[src/rtl/thermal_poll_ctrl.sv]
module thermal_poll_ctrl #(
  parameter int NCH          = 3,
  parameter int DW           = 12,
  parameter int DBW          = 8,
  parameter int TW           = 16,
  parameter int DEB_RST      = 10,
  parameter int PER_COOL_RST = 1000,
  parameter int PER_HOT_RST  = 100
)(
  input  logic              clk,
  input  logic              rst_n,
  input  logic              bus_we,
  input  logic [7:0]        bus_addr,
  input  logic [31:0]       bus_wdata,
  output logic [31:0]       bus_rdata,
  output logic [NCH-1:0]    adc_start,
  input  logic [NCH-1:0]    adc_done,
  input  logic [NCH*DW-1:0] adc_data,
  output logic              irq,
  output logic              shut_rst,
  output logic              shut_gpio
);
  // NCH may be at most 4: the enable register packs three 4-bit groups
  localparam int CW = NCH > 1 ? $clog2(NCH) : 1;
  localparam logic [DBW-1:0] CMAX = '1;
  localparam logic [7:0] A_CTRL = 8'h04, A_IEN = 8'h08, A_PEND = 8'h0C, A_DATA = 8'h20,
                         A_ALC = 8'h30, A_SHC = 8'h40, A_ADEB = 8'h60, A_SDEB = 8'h64,
                         A_PCOOL = 8'h68, A_PHOT = 8'h6C;

  logic           run, pol, busy, sh_g, sh_r;
  logic [NCH-1:0] en_irq, en_g, en_r, pend, hot;
  logic [DW-1:0]  dat [NCH];
  logic [DW-1:0]  alc [NCH];
  logic [DW-1:0]  shc [NCH];
  logic [DBW-1:0] acnt [NCH];
  logic [DBW-1:0] scnt [NCH];
  logic [DBW-1:0] adeb, sdeb;
  logic [TW-1:0]  per_c, per_h, tmr;
  logic [CW-1:0]  cur, last, nxt;
  logic           any_en;

  wire [NCH-1:0] ch_en   = en_irq | en_g | en_r;
  wire [TW-1:0]  per_now = |hot ? per_h : per_c;
  wire [TW:0]    tmr_p1  = {1'b0, tmr} + {{TW{1'b0}}, 1'b1};
  wire           fire    = run && !busy && any_en && (tmr_p1 >= {1'b0, per_now});
  wire           take    = run && busy && adc_done[cur];
  wire [DW-1:0]  smp     = adc_data[int'(cur)*DW +: DW];
  wire           a_over  = smp < alc[cur];
  wire           s_over  = smp < shc[cur];
  wire [DBW-1:0] a_nx    = (acnt[cur] == CMAX) ? CMAX : acnt[cur] + 1'b1;
  wire [DBW-1:0] s_nx    = (scnt[cur] == CMAX) ? CMAX : scnt[cur] + 1'b1;

  assign irq       = |(pend & en_irq);
  assign shut_gpio = pol ? sh_g : ~sh_g;
  assign shut_rst  = pol ? sh_r : ~sh_r;

  always_comb begin
    nxt    = last;
    any_en = 1'b0;
    for (int i = NCH; i >= 1; i--) begin
      if (ch_en[(int'(last) + i) % NCH]) begin
        nxt    = CW'((int'(last) + i) % NCH);
        any_en = 1'b1;
      end
    end
  end

  always_ff @(posedge clk or negedge rst_n) begin
    if (!rst_n) begin
      run <= 1'b0; pol <= 1'b0; busy <= 1'b0; sh_g <= 1'b0; sh_r <= 1'b0;
      en_irq <= '0; en_g <= '0; en_r <= '0; pend <= '0; hot <= '0;
      adeb <= DBW'(DEB_RST); sdeb <= DBW'(DEB_RST);
      per_c <= TW'(PER_COOL_RST); per_h <= TW'(PER_HOT_RST);
      tmr <= '0; cur <= '0; last <= CW'(NCH - 1); adc_start <= '0;
      for (int c = 0; c < NCH; c++) begin
        dat[c] <= '0; alc[c] <= '0; shc[c] <= '0; acnt[c] <= '0; scnt[c] <= '0;
      end
    end else begin
      adc_start <= '0;
      if (bus_we) begin
        case (bus_addr)
          A_CTRL:  begin run <= bus_wdata[0]; pol <= bus_wdata[8]; end
          A_IEN:   for (int c = 0; c < NCH; c++) begin
                     en_irq[c] <= bus_wdata[c];
                     en_g[c]   <= bus_wdata[4+c];
                     en_r[c]   <= bus_wdata[8+c];
                   end
          A_PEND:  pend  <= pend & ~bus_wdata[NCH-1:0];
          A_ADEB:  adeb  <= bus_wdata[DBW-1:0];
          A_SDEB:  sdeb  <= bus_wdata[DBW-1:0];
          A_PCOOL: per_c <= bus_wdata[TW-1:0];
          A_PHOT:  per_h <= bus_wdata[TW-1:0];
          default: ;
        endcase
        for (int c = 0; c < NCH; c++) begin
          if (bus_addr == A_ALC + 8'(4*c)) alc[c] <= bus_wdata[DW-1:0];
          if (bus_addr == A_SHC + 8'(4*c)) shc[c] <= bus_wdata[DW-1:0];
        end
      end
      if (!run) begin
        busy <= 1'b0;
        tmr  <= '0;
      end else if (fire) begin
        adc_start[nxt] <= 1'b1;
        busy <= 1'b1;
        cur  <= nxt;
        last <= nxt;
        tmr  <= '0;
      end else if (take) begin
        busy      <= 1'b0;
        tmr       <= '0;
        dat[cur]  <= smp;
        hot[cur]  <= a_over | s_over;
        acnt[cur] <= a_over ? a_nx : '0;
        scnt[cur] <= s_over ? s_nx : '0;
        if (a_over && a_nx >= adeb) pend[cur] <= 1'b1;
        if (s_over && s_nx >= sdeb) begin
          if (en_g[cur]) sh_g <= 1'b1;
          if (en_r[cur]) sh_r <= 1'b1;
        end
      end else if (!busy && tmr != '1) begin
        tmr <= tmr + 1'b1;
      end
    end
  end

  always_comb begin
    bus_rdata = '0;
    case (bus_addr)
      A_CTRL:  begin bus_rdata[0] = run; bus_rdata[8] = pol; end
      A_IEN:   for (int c = 0; c < NCH; c++) begin
                 bus_rdata[c]   = en_irq[c];
                 bus_rdata[4+c] = en_g[c];
                 bus_rdata[8+c] = en_r[c];
               end
      A_PEND:  bus_rdata[NCH-1:0] = pend;
      A_ADEB:  bus_rdata[DBW-1:0] = adeb;
      A_SDEB:  bus_rdata[DBW-1:0] = sdeb;
      A_PCOOL: bus_rdata[TW-1:0]  = per_c;
      A_PHOT:  bus_rdata[TW-1:0]  = per_h;
      default: ;
    endcase
    for (int c = 0; c < NCH; c++) begin
      if (bus_addr == A_DATA + 8'(4*c)) bus_rdata[DW-1:0] = dat[c];
      if (bus_addr == A_ALC  + 8'(4*c)) bus_rdata[DW-1:0] = alc[c];
      if (bus_addr == A_SHC  + 8'(4*c)) bus_rdata[DW-1:0] = shc[c];
    end
  end


  start_onehot_chk: assert property (@(posedge clk) disable iff (!rst_n) $onehot0(adc_start));

  start_pulse_chk: assert property (@(posedge clk) disable iff (!rst_n) |adc_start |=> !(|adc_start));

  stopped_quiet_chk: assert property (@(posedge clk) disable iff (!rst_n) !run |=> adc_start == '0);

  gpio_latch_chk: assert property (@(posedge clk) disable iff (!rst_n) sh_g |=> sh_g);

  rst_latch_chk: assert property (@(posedge clk) disable iff (!rst_n) sh_r |=> sh_r);

  pend_rise_chk: assert property (@(posedge clk) disable iff (!rst_n) |(pend & ~$past(pend)) |-> $past(take));
endmodule

[config.mk]
export PLATFORM = sky130hd
export DESIGN_NAME = thermal_poll_ctrl
export DESIGN_NICKNAME = d
export VERILOG_FILES = /design/src/rtl/thermal_poll_ctrl.sv
export SDC_FILE = /design/constraint.sdc
export NUM_CORES = 1
export LEC_CHECK = 0
export BUFFER_PORTS_ARGS = -buffer_cell sky130_fd_sc_hd__buf_4
export CELL_PAD_IN_SITES_DETAIL_PLACEMENT = 1
export CELL_PAD_IN_SITES_GLOBAL_PLACEMENT = 1
export CORE_AREA = 2 2 185 187
export CTS_BUF_LIST = sky130_fd_sc_hd__clkbuf_8 sky130_fd_sc_hd__clkbuf_16
export DETAILED_ROUTE_END_ITERATION = 16
export DIE_AREA = 0 0 187 189
export GPL_TIMING_DRIVEN = 0
export PLACE_DENSITY_LB_ADDON = 0.1
export SLEW_MARGIN = 20
export SYNTH_ARGS = -nofsm -noshare
export SYNTH_HDL_FRONTEND = slang
export SYNTH_SLANG_ARGS = --single-unit
[constraint.sdc]
create_clock -name clk -period 8.28 [get_ports clk]
set_clock_uncertainty 0.2 [all_clocks]
set_input_delay 1.656 -clock clk [delete_from_list [all_inputs] [get_ports clk]]
set_output_delay 1.656 -clock clk [all_outputs]
set_load 0.02 [all_outputs]
* Word level (Yosys, flattened, before mapping)
Index checks and enable logic that the tools add are counted.
** Word-level totals
- Output and inout port bits :: 38
- Bits in registers :: 247
- Input bits :: 82
- Word-level logic and storage cells :: 205
** Operators by class
- Muxes and demuxes :: 84
- Multiply operators :: 1
- $add $sub $neg :: 7
- Divide/modulo/power cells :: 3
- Bitwise operators :: 11
- Shift-type cells :: 1
- Order comparisons :: 14
- Equal/unequal tests :: 21
- Reduce and logical (&&, ||, !) cells :: 30
** Operators with widths (count)
- 12-bit two-way mux :: 14
- 32-bit by 4-bit < comparator with 1-bit output, second input constant :: 3
- 32-bit by 3-bit modulo with 32-bit output, second input constant :: 3
- 16-bit two-way mux :: 5
- 8-bit two-way mux :: 9
- 8-bit by 7-bit == test with 1-bit output, second input constant :: 7
- 12-bit binary-select mux with 2-bit select :: 2
- 24-bit bitwise mux :: 2
- 8-bit by 6-bit == test with 1-bit output, second input constant :: 6
- 36-bit bitwise mux :: 1
- 36-bit by 7-bit variable part select with 12-bit output :: 1
- 8-bit binary-select mux with 2-bit select :: 2
- 2-bit AND reduction :: 13
- 12-bit demux with 2-bit select :: 1
- 12-bit < comparator :: 2
- 3-bit two-way mux :: 8
- 1-bit two-way mux :: 19
- 16-bit by 1-bit adder with 17-bit output, second input constant :: 1
- 17-bit by 16-bit >= comparator with 1-bit output :: 1
- 16-bit by 1-bit adder with 16-bit output, second input constant :: 1
- 8-bit by 1-bit adder with 8-bit output, second input constant :: 2
- 8-bit demux with 2-bit select :: 1
- 8-bit by 4-bit == test with 1-bit output, second input constant :: 2
- 8-bit == test, second input constant :: 2
- other kinds (33) :: 64

* Longest topological paths before layout
- Depth in word-level cells :: 14
- Gate-level depth with buffers :: 16
- Mapped depth without buffers :: 13

* Worst setup path after synthesis
OpenSTA, ideal clock, no wires.
- Kind :: input to output
- From :: input bus_addr[5]
- To :: output bus_rdata[6]
- Stages on the path :: 6
- Arrival :: 3.452 ns
- Setup slack :: 2.972 ns
- Path buffers :: 1
- Required time :: 6.424 ns
- Cells stage by stage :: buf_2 or4_1 nor2_2 a222oi_1 a221o_1 a222oi_1
** Between the ends
- Cells in the longest elaborated chain, start to end :: 11
- Elaborated cells on any way between the ends :: 24
- Those cells by class :: eq/ne: 14; mux: 10
** Ends and longest elaborated chain
- start, declared :: RTL line 13 : input logic [7:0] bus_addr,
- 8-bit by 7-bit == test with 1-bit output or 8-bit by 4-bit == test with 1-bit output (tied branches) :: RTL line 129 : case (bus_addr)
- 3-bit case mux with 5 select lines :: RTL line 129
- 12-bit two-way mux :: RTL line 144 : if (bus_addr == A_DATA + 8'(4*c)) bus_rdata[DW-1:0] = dat[c];
- 12-bit two-way mux :: RTL line 145 : if (bus_addr == A_ALC + 8'(4*c)) bus_rdata[DW-1:0] = alc[c];
- 12-bit two-way mux :: RTL line 146 : if (bus_addr == A_SHC + 8'(4*c)) bus_rdata[DW-1:0] = shc[c];
- 12-bit two-way mux :: RTL line 144
- 12-bit two-way mux :: RTL line 145
- 12-bit two-way mux :: RTL line 146
- 12-bit two-way mux :: RTL line 144
- 12-bit two-way mux :: RTL line 145
- 12-bit two-way mux * :: RTL line 146
- end, declared :: RTL line 15 : output logic [31:0] bus_rdata,
Mark *: on every way between the ends. The rest lies on a longest branch, timed or not.

* Worst setup path in the final report
- From :: input bus_addr[7]
- To :: output bus_rdata[2]
** Between the ends
- Cells in the longest elaborated chain, start to end :: 11
- Elaborated cells on any way between the ends :: 25
- Those cells by class :: eq/ne: 15; mux: 10
** Ends and longest elaborated chain (RTL line)
- 8-bit by 7-bit == test with 1-bit output or 8-bit by 4-bit == test with 1-bit output (tied branches) :: 129
- 2-bit case mux with 6 select lines :: 129
- 12-bit two-way mux :: 144
- 12-bit two-way mux :: 145
- 12-bit two-way mux :: 146
- 12-bit two-way mux :: 144
- 12-bit two-way mux :: 145
- 12-bit two-way mux :: 146
- 12-bit two-way mux :: 144
- 12-bit two-way mux :: 145
- 12-bit two-way mux * :: 146
Marked as above.

==> flow_summary.toml <==
[finish]
nets = 1776
utilization_pct = 51.43
fillers = 3793
final_design_area_no_fill_sq_mm = 0.01712
final_common_cell = "dfrtp_1"
drive_gt1_share_pct = 22.93
areaGrowthSynthToFinish_pct = 15.37
multi_input_area_sq_mm = 0.007996
mostFrequentLayoutCells = "dfrtp_1, nand2_1, mux2_2"
diodes = 0
layout.area.seq_sq_mm = 0.006173

[drt]
drc_errors = 0
vias = 12763
via_per_inst = 6.063
firstDrtPassIters = 6
wirelength_microns = 54690
wl_per_cell_microns = 25.98
drt-initial-drc-count = 1167
detail-route-antenna-nets = 0

[grt]
grt_pass1_wl_microns = 82810
antenna_found_initial = 0
first_global_vias = 13022
grt_max_degree = 99
grt_usage_pct = 30.87
grt.overflow.total = 0

[synthesis]
yosysUniqueCellTypes = 87
ys_seq_elements = 246
synthCells = 1502
synth-edff-count = 0
syn_area_per_cell_sq_um = 9.877
yosysWarnings = 0
yosysSeqAreaShare_pct = 41.61
async_flop_share_pct = 100.0
yosys_most_used_dff = "dfrtp_1"
synth_area_sq_mm = 0.01484

[pwr]
leakage_nw = 7.703
clockPowerShare_pct = 41.5
powerDensity_mw_per_mm2 = 177.2
seqPwrFrac_pct = 42.4
switching_share_pct = 29.50
ir_worst_vdd_mv = 0.1901
power_frac_comb_pct = 16.0
p_int_mw = 2.139
p_switching_uw = 894.9
p_total_mw = 3.034

[sta]
setup_violations = 0
worstMarginPinSlew_ns = 0.9096
min_period_over_period_pct = 79.40
hold_viol_final = 0
finalMaxSlewViolations = 0
rsz0062_at_grt = "false"
slew-limit-headroom_pct = 39.36
setup_tns_ns = 0
fin_crit_ns = 6.574
max_clock_freq_ghz = 0.1521

[clock_network]
clk-insertion-delay-late_ns = 0.56
cts_resized = 0
root_buffer = "clkbuf_16"
cts_hold_buf = 0
clk_pin_slew_ns = 0.06
max-clock-path-buffers = 3
cts.sinks = 246
htreeDepth = 1
postCtsSetupBuffers = 0
cts_buffers = 29
cts_tree = "done"

[worst_setup_path]
crit_type = "in2out"
worstPathArrival_ns = 4.72
worst-path-buf-inv = 5
crit_fanout = 10
worstSetupStartpointType = "primary input"
cp.required_ns = 6.42
crit_chain = "buf_4 -> clkbuf_1 -> inv_1 -> nand2_1 -> clkbuf_1 -> o221ai_1 -> a32oi_1 -> o21ai_0 -> nand3_1 -> buf_4"
cp-end-kind = "output port"
slowest_stage = "clkbuf_1"
max_stage_delay_ns = 0.55
cp_top_family = "buffers and inverters"

[outcome]
status = "complete, no violations"

[floorplan]
core_area_sq_mm = 0.03328
die-width_microns = 187
die_y_microns = 189
dieArea_sq_mm = 0.03534
num_rows = 67
io_pins = 120
start_util_pct = 44.58

[hold_path]
hold_path_class = "reg2reg"

[run]
drv_cap = 0

[place]
place_area_sq_mm = 0.01617
routabilityCongestion = 0.9824
port_buffers = 84
dp_hpwl_microns = 41510
==> sequential cells by signal (all words and copies together), names as in the netlist, 16 cells and up <==
name and count:
dat 36, per_h 16, scnt 24, per_c 16, alc 36, tmr 16
shc 36, acnt 24
==> worst paths after layout <==
kind                                   from            to  slack [ns]  depth (start not counted)
worst max-delay path            bus_addr[7]  bus_rdata[2]        1.71                         10
worst min-delay path               scnt[16]      scnt[16]        0.28                          2
worst max register to register       cur[0]      scnt[21]        2.73                         14
worst min register to register     scnt[16]      scnt[16]        0.28                          2
max in group asynchronous             rst_n       shc[17]        6.14                          2
min in group asynchronous             rst_n       acnt[3]        0.84                          1
==> layer usage <==
| metal | share of wire [%] | wire length (microns) | vias up | global-route usage (%) |
|---|---|---|---|---|
| met3 | 7.5 | 4077 | 69 | 4.004 |
| li1 | - | - | 5729 | - |
| met2 | 44 | 23900 | 451 | 47.67 |
| met5 | 0 | 0 | - | 0 |
| met1 | 46 | 25380 | 6514 | 46.02 |
| met4 | 2.4 | 1337 | 0 | 7.357 |
==> per-stage QoR <==
step | cells | setup WS [ns] | hold slack, ns
final | 2105 | 1.706 | 0.2800
after global routing | 2105 | 1.742 | 0.3066
after CTS | 2105 | 1.892 | 0.2833
after detailed placement | 2052 | 1.895 | 0.2701
after global placement | 2049 | 1.824 | 0.2612
after floorplan | 1517 | 2.972 | 0.2418
==> synth_stat cells, types with 33 or more instances <==
master    count  area (sq um)
clkbuf_1     43         161.4
nand3_1      35         175.2
mux2_2      139          1565
a21oi_1      81         405.4
dfrtp_1     232          5806
nand2_1     142         533.0
o21ai_0      91         455.4
nor2_1       91         341.6
mux2i_1      78         780.8
inv_1        46         172.7
buf_2        33         165.2
ha_1         59         738.2
==> worst reg2reg max path: stages (launching register included) <==
cell,delay [ns]
dfrtp_1,0.43
buf_4,0.25
clkbuf_1,0.54
clkbuf_1,0.57
buf_2,0.46
buf_1,0.48
nor2_1,0.11
a21oi_1,0.37
ha_1,0.34
a21oi_1,0.14
o21ai_0,0.15
or4_1,0.56
o22ai_2,0.35
nand2_1,0.26
o21ai_0,0.25
==> final cells by class <==
class	instances	area share, %
flip-flops and latches	246	36.07
clock inverters	15	0.5483
inverters	47	1.031
clock buffers	38	4.964
plain buffers	111	3.275
multi-input cells	1113	46.72
repair buffers	87	4.116
well taps	448	3.275
==> cell families (layout without fill, tap and decap cells) <==
family,count (synthesis),in the layout,share of synthesized area (%)
buffers and inverters,158,298,4.967
and+or+nand+nor,393,393,12.90
muxes,224,224,16.42
adders and majority gates,59,59,4.976
xor gates and xnor gates,35,35,2.066
DFF,246,246,41.61
other,1,16,0.02528
AOI/OAI and AO/OA,386,386,17.03
==> power groups by stage <==
stage / Combinational [mW] / Clock [mW] / Sequential, mW
floorplan: 0.296 / 0 / 1.28
global placement: 0.466 / 0 / 1.30
detailed placement: 0.481 / 0 / 1.31
CTS: 0.484 / 1.28 / 1.28
global route: 0.532 / 1.32 / 1.29
finish: 0.486 / 1.26 / 1.29
No activity file was read; power rests on OpenSTA's default activity.
